`config.mk`:
```
export PLATFORM = sky130hd
export DESIGN_NAME = xover_mutate_unit
export DESIGN_NICKNAME = d
export VERILOG_FILES = /design/src/rtl/xm_pkg.sv /design/src/rtl/xm_lfsr.sv /design/src/rtl/xm_crossover.sv /design/src/rtl/xover_mutate_unit.sv
export SDC_FILE = /design/constraint.sdc
export NUM_CORES = 1
export LEC_CHECK = 0
export ABC_AREA = 1
export BUFFER_PORTS_ARGS = -buffer_cell sky130_fd_sc_hd__buf_2
export CORE_AREA = 2 2 126 79
export CTS_CLUSTER_DIAMETER = 150
export DETAILED_ROUTE_END_ITERATION = 10
export DIE_AREA = 0 0 128 81
export GPL_ROUTABILITY_DRIVEN = 1
export MAX_ROUTING_LAYER = met4
export PLACE_DENSITY = 0.52
export SLEW_MARGIN = 20
export SYNTH_ARGS = -nofsm -noshare
export SYNTH_HDL_FRONTEND = slang
export SYNTH_SLANG_ARGS = --single-unit
```
`constraint.sdc`:
```
create_clock -name clk -period 3.46 [get_ports clk]
set_input_delay 0 -clock clk [delete_from_list [all_inputs] [get_ports clk]]
set_output_delay 0 -clock clk [all_outputs]
set_load 0.02 [all_outputs]
```
`src/rtl/xm_pkg.sv`:
```
package xm_pkg;
    typedef enum logic [1:0] {
        XM_IDLE   = 2'd0,
        XM_SWEEP  = 2'd1,
        XM_FINISH = 2'd2
    } xm_state_e;
endpackage

```
`src/rtl/xm_lfsr.sv`:
```
module xm_lfsr #(
    parameter int               LFSR_W       = 16,
    parameter logic [LFSR_W-1:0] TAP_MASK    = 16'hB400,
    parameter logic [LFSR_W-1:0] DEFAULT_SEED = 16'd11
) (
    input  logic              clk,
    input  logic              rst_n,
    input  logic              load_i,
    input  logic [LFSR_W-1:0] seed_i,
    input  logic              advance_i,
    output logic [LFSR_W-1:0] state_o
);
    localparam logic [LFSR_W-1:0] ONE = LFSR_W'(1);

    logic [LFSR_W-1:0] state_q;
    logic [LFSR_W-1:0] next_step;
    logic [LFSR_W-1:0] seed_fixed;

    always_comb begin
        next_step  = state_q >> 1;
        if (state_q[0]) next_step = next_step ^ TAP_MASK;
        seed_fixed = (seed_i == '0) ? ONE : seed_i;
    end

    always_ff @(posedge clk or negedge rst_n) begin
        if (!rst_n)          state_q <= (DEFAULT_SEED == '0) ? ONE : DEFAULT_SEED;
        else if (load_i)     state_q <= seed_fixed;
        else if (advance_i)  state_q <= next_step;
    end

    assign state_o = state_q;


    lfsr_nonzero_chk: assert property (@(posedge clk) disable iff (!rst_n)
        state_q != '0);
endmodule

```
`src/rtl/xm_crossover.sv`:
```
module xm_crossover #(
    parameter int CHROM_W  = 10,
    parameter int XOVER_LO = CHROM_W / 2
) (
    input  logic [CHROM_W-1:0] par_a_i,
    input  logic [CHROM_W-1:0] par_b_i,
    output logic [CHROM_W-1:0] mix_a_o,
    output logic [CHROM_W-1:0] mix_b_o
);
    for (genvar g = 0; g < CHROM_W; g++) begin : g_bit
        if (g < XOVER_LO) begin : g_tail
            assign mix_a_o[g] = par_b_i[g];
            assign mix_b_o[g] = par_a_i[g];
        end else begin : g_head
            assign mix_a_o[g] = par_a_i[g];
            assign mix_b_o[g] = par_b_i[g];
        end
    end
endmodule

```
`src/rtl/xover_mutate_unit.sv`:
```
module xover_mutate_unit
    import xm_pkg::*;
#(
    parameter int                CHROM_W      = 10,
    parameter int                XOVER_LO     = CHROM_W / 2,
    parameter int                LFSR_W       = 16,
    parameter int                SAMPLE_W     = 8,
    parameter logic [LFSR_W-1:0] TAP_MASK     = 16'hB400,
    parameter logic [LFSR_W-1:0] DEFAULT_SEED = 16'd11
) (
    input  logic                clk,
    input  logic                rst_n,
    input  logic                start_i,
    input  logic [CHROM_W-1:0]  parent_a_i,
    input  logic [CHROM_W-1:0]  parent_b_i,
    input  logic [LFSR_W-1:0]   seed_i,
    input  logic [SAMPLE_W-1:0] thresh_i,
    input  logic                elite_i,
    output logic [CHROM_W-1:0]  child_a_o,
    output logic [CHROM_W-1:0]  child_b_o,
    output logic                child_valid_o
);
    localparam int IDX_W = (CHROM_W > 1) ? $clog2(CHROM_W) : 1;
    localparam int CNT_W = IDX_W + 1;
    localparam logic [IDX_W-1:0] IDX_LAST = IDX_W'(CHROM_W - 1);
    localparam logic [CHROM_W-1:0] BIT0  = CHROM_W'(1);

    xm_state_e state_q, state_d;

    logic [CHROM_W-1:0]  mix_a, mix_b;
    logic [CHROM_W-1:0]  child_a_q, child_b_q;
    logic [IDX_W-1:0]    idx_q;
    logic [SAMPLE_W-1:0] thr_q;
    logic                elite_q;
    logic                valid_q;
    logic [LFSR_W-1:0]   rnd;
    logic                accept, sweeping;
    logic                flip_a, flip_b;
    logic [CHROM_W-1:0]  mask_a, mask_b;

    xm_crossover #(.CHROM_W(CHROM_W), .XOVER_LO(XOVER_LO)) u_xover (
        .par_a_i (parent_a_i),
        .par_b_i (parent_b_i),
        .mix_a_o (mix_a),
        .mix_b_o (mix_b)
    );

    assign accept   = start_i && (state_q == XM_IDLE);
    assign sweeping = (state_q == XM_SWEEP);

    xm_lfsr #(.LFSR_W(LFSR_W), .TAP_MASK(TAP_MASK), .DEFAULT_SEED(DEFAULT_SEED)) u_lfsr (
        .clk       (clk),
        .rst_n     (rst_n),
        .load_i    (accept),
        .seed_i    (seed_i),
        .advance_i (sweeping),
        .state_o   (rnd)
    );

    always_comb begin
        flip_a = !elite_q && (rnd[SAMPLE_W-1:0] < thr_q);
        flip_b = (rnd[2*SAMPLE_W-1:SAMPLE_W] < thr_q);
        mask_a = (flip_a ? BIT0 : '0) << idx_q;
        mask_b = (flip_b ? BIT0 : '0) << idx_q;
    end

    // next-state logic
    always_comb begin
        state_d = state_q;
        unique case (state_q)
            XM_IDLE:   if (start_i) state_d = XM_SWEEP;
            XM_SWEEP:  if (idx_q == IDX_LAST) state_d = XM_FINISH;
            XM_FINISH: state_d = XM_IDLE;
            default:   state_d = XM_IDLE;
        endcase
    end

    // state register
    always_ff @(posedge clk or negedge rst_n) begin
        if (!rst_n) state_q <= XM_IDLE;
        else        state_q <= state_d;
    end

    // datapath and outputs
    always_ff @(posedge clk or negedge rst_n) begin
        if (!rst_n) begin
            child_a_q <= '0;
            child_b_q <= '0;
            idx_q     <= '0;
            thr_q     <= '0;
            elite_q   <= 1'b0;
            valid_q   <= 1'b0;
        end else begin
            unique case (state_q)
                XM_IDLE: begin
                    if (start_i) begin
                        child_a_q <= elite_i ? parent_a_i : mix_a;
                        child_b_q <= mix_b;
                        elite_q   <= elite_i;
                        thr_q     <= thresh_i;
                        idx_q     <= '0;
                        valid_q   <= 1'b0;
                    end
                end
                XM_SWEEP: begin
                    child_a_q <= child_a_q ^ mask_a;
                    child_b_q <= child_b_q ^ mask_b;
                    idx_q     <= idx_q + 1'b1;
                end
                XM_FINISH: valid_q <= 1'b1;
                default: ;
            endcase
        end
    end

    assign child_a_o     = child_a_q;
    assign child_b_o     = child_b_q;
    assign child_valid_o = valid_q;

    // checker-side count of cycles spent sweeping
    logic [CNT_W-1:0] sweep_len;
    always_ff @(posedge clk or negedge rst_n) begin
        if (!rst_n)                    sweep_len <= '0;
        else if (state_q == XM_IDLE)   sweep_len <= '0;
        else if (state_q == XM_SWEEP)  sweep_len <= sweep_len + 1'b1;
    end


    sweep_length_chk: assert property (@(posedge clk) disable iff (!rst_n)
        (state_q == XM_FINISH) |-> (sweep_len == CNT_W'(CHROM_W)));


    valid_source_chk: assert property (@(posedge clk) disable iff (!rst_n)
        $rose(valid_q) |-> ($past(state_q) == XM_FINISH));


    valid_clear_chk: assert property (@(posedge clk) disable iff (!rst_n)
        (start_i && state_q == XM_IDLE) |=> !valid_q);


    elite_frozen_chk: assert property (@(posedge clk) disable iff (!rst_n)
        (state_q == XM_SWEEP && elite_q) |=> $stable(child_a_q));


    zero_thresh_chk: assert property (@(posedge clk) disable iff (!rst_n)
        (state_q == XM_SWEEP && thr_q == '0) |=> ($stable(child_a_q) && $stable(child_b_q)));


    busy_hold_chk: assert property (@(posedge clk) disable iff (!rst_n)
        (state_q == XM_SWEEP && start_i) |=> (state_q != XM_IDLE));
endmodule

```
==> reports/metrics.yaml <==
yosys:
  synth_area_per_cell_um2: 7.60
  postSynthCellCount: 417
  ys_ff_latch: 52
  syn_area_um2: 3170
  yosysUniqueCellTypes: 34
  synth_nets: 481
  yosys_warnings: 0
  seq_area_frac_synth: 0.412
detailed_routing:
  vias_per_cell: 4.96
  drc: 0
  first_pass_iters: 5
  drt-initial-drc-count: 212
  ant_nets: 0
  via_count: 3123
  detail_route.wl_per_cell_um: 15.3
  routed_wl_mm: 9.67
sta:
  final-hold-violation-count: 0
  worst_pin_slew_ns: 0.737
  slew_violations: 0
  max_freq_mhz: 509
  min_period_ns: 1.97
  period_share: 0.568
  rsz0062_at_grt: "no"
  timing.setup.tns_ns: 0
  worst_clock_skew_ns: 0.00422
  max_slew_margin: 0.509
  setup_viol: 0
grt:
  overflow: 0
  track_usage: 0.205
  grt_pass1_vias: 2936
  antenna_found_initial: 0
  grt_max_degree: 41
  grt_pass1_wl_mm: 15.7
floorplanning:
  die_h_um: 81
  dieArea_um2: 10400
  dieWidth_um: 128
  rows: 28
  io_pins: 69
  initial_core_util: 0.338
  core_um2: 9390
clock_tree:
  cts_setup_buffers: 0
  clock_latency_ns: 0.29
  cts_sinks: 52
  cts_buffers: 5
  clk_pin_slew_ns: 0.07
  root_buffer: "clkbuf_16"
  h-tree-depth: 2
  clk_path_buf_depth: 2
  cts_tree: "yes"
critical_path:
  r2r_start: "state_q[0]$_DFFE_PN0P_"
  slowest_delay_ns: 0.41
  rr_worst_depth: 7
  critPathMaxFanout: 27
  critPathLaunchType: "flop"
  crit_type: "reg -> reg"
  r2r_end: "child_b_o[4]$_DFFE_PN0P_"
  end_kind: "flop"
  cp_cell_sequence: "nand2_2 > nand3_1 > inv_2 > nor2_2 > inv_2 > o21ai_0 > o21bai_1"
  arrival_ns: 2.14
  cpMostUsedCell: "inv_2"
  required_ns: 3.64
  reg2reg_slack_ns: 1.49
  cp_slowest_cell: "inv_2"
power:
  ir_drop_mv: 0.483
  totalPowerFinal_w: 0.00402
  p_per_area_nw_per_um2: 990
  leakage_nw: 1.99
final_layout:
  nets: 573
  area_growth_syn_to_layout_pct: 28.1
  layout-drive-gt1-share: 0.202
  antenna_cells: 0
  finalNonFillerCells: 630
worst_hold_path:
  min_from: "parent_b_i[6]"
  min_path_type: "in -> reg"
  hold_end: "child_b_o[6]$_DFFE_PN0P_"
  min_delay_path_depth: 5
placed_design:
  gp_congestion: 0.793
  placed_cells: 595
  io_buffer_count: 68
  dpl.hpwl_mm: 6.83
status:
  outcome: "complete, no violations"
job:
  cap_violations: 0
## placed cells by master (no fill, tap or decap), types with 10 or more instances in the layout
cell type,Yosys,routed
nand2_1,91,91
o21ai_0,34,34
dfrtp_1,49,49
nand4_1,13,13
buf_2,7,68
o21bai_1,10,10
inv_1,45,45
a21oi_1,23,23
ha_1,16,16
nor2_1,37,37
o22ai_1,13,13
nand3_1,34,34
dlygate4sd3_1,0,27
## synth_stat cells
library cell   n  share of area
nand2_1       91           0.11
dfrtp_1       49           0.39
inv_1         45          0.053
nor2_1        37          0.044
nand3_1       34          0.054
o21ai_0       34          0.054
a21oi_1       23          0.036
ha_1          16          0.063
nand4_1       13          0.026
o22ai_1       13          0.026
o21bai_1      10          0.024
buf_2          7          0.011
clkbuf_1       5         0.0059
inv_2          5         0.0059
nor4_1         4         0.0079
dfstp_2        3          0.025
nand2_2        3         0.0059
nor2_2         3         0.0059
o21ai_1        3         0.0047
xor2_1         3         0.0083
buf_6          2         0.0071
nand3_2        2         0.0063
a21boi_2       1         0.0036
a21oi_2        1         0.0028
a22o_1         1         0.0028
a22oi_1        1         0.0024
and2_4         1         0.0028
buf_4          1         0.0024
buf_8          1         0.0047
clkbuf_4       1         0.0024
clkinv_1       1         0.0012
nor2_4         1         0.0036
nor3_1         1         0.0016
o21a_1         1         0.0024
## per-layer routing
layer	vias to the layer above	wire length, µm	global-route usage	part of all wire
met5	-	0	-	0
li1	1572	-	-	-
met3	5	434	0.0382	0.045
met2	75	3710	0.274	0.38
met4	0	59	0.0330	0.0061
met1	1471	5460	0.319	0.57
## worst max-delay path by stage
stage / to / start / cells after the start / slack [ns]
global route: child_b_o[9]$_DFFE_PN0P_ / thr_q[7]$_DFFE_PN0P_ / 9 / 1.30
global placement: child_b_o[4]$_DFFE_PN0P_ / state_q[0]$_DFFE_PN0P_ / 7 / 1.54
CTS: child_b_o[4]$_DFFE_PN0P_ / state_q[0]$_DFFE_PN0P_ / 7 / 1.49
finish: child_b_o[4]$_DFFE_PN0P_ / state_q[0]$_DFFE_PN0P_ / 7 / 1.49
detailed placement: child_b_o[4]$_DFFE_PN0P_ / state_q[0]$_DFFE_PN0P_ / 7 / 1.52
floorplan: child_a_o[1]$_DFFE_PN0P_ / u_lfsr.state_o[7]$_DFFE_PN0P_ / 12 / 1.80
## logic make-up after synthesis
| family | Yosys count | synth area share |
|---|---|---|
| AO/OA/AOI/OAI | 88 | 0.158 |
| adder cells (fa/ha/maj) | 16 | 0.0632 |
| buffers and inverters | 68 | 0.0940 |
| flip-flops | 52 | 0.412 |
| XOR/XNOR | 3 | 0.00829 |
| AND/OR/NAND/NOR | 190 | 0.265 |
## final cells by class
type                            count  area (µm²)
Tap cell                          120         150
Timing Repair Buffer              102         663
Clock buffer                        7         153
Multi-Input combinational cell    297        1570
Sequential cell                    52        1310
Inverter                           51         191
Clock inverter                      1        30.0
Fill cell                         990        5330
## per-stage QoR
stage / hold WS [ns] / area, µm² / util / worst slack [ns]
5_1_grt: 0.0188 / 4060 / 0.432 / 1.30
4_1_cts: 0.00399 / 4060 / 0.432 / 1.49
3_5_place_dp: 0.116 / 3610 / 0.384 / 1.52
3_3_place_gp: 0.107 / 3610 / 0.384 / 1.54
2_1_floorplan: -0.296 / 3170 / - / 1.80
6_report: 0.00794 / 4060 / 0.432 / 1.49
## flip-flops by register name (all words and copies together) (netlist names)
name,count
state_q,2
idx_q,4
child_b_o,10
child_valid_o,1
elite_q,1
thr_q,8
child_a_o,10
u_lfsr.state_o,16
## where the power goes
part,internal (W),leakage [nW],switching [W]
registers,0.000938,0.619,0.000280
clock network,0.000382,0.0901,0.000232
logic,0.000774,1.28,0.00141
## repair_timing
item / CTS / global route
hold endpoints to repair: 54 / 0
hold buffers: 27 / 0
setup endpoints to repair: 0 / 0
gates resized for setup: 0 / 0
## worst max-delay path, delay by kind of cell, from the launching register on
family	cells	cell delay, ns
and+or+nand+nor	3	0.61
buffers and inverters	2	0.51
DFF	1	0.39
AOI/OAI and AO/OA	2	0.34
(Power assumes the default switching activity.)
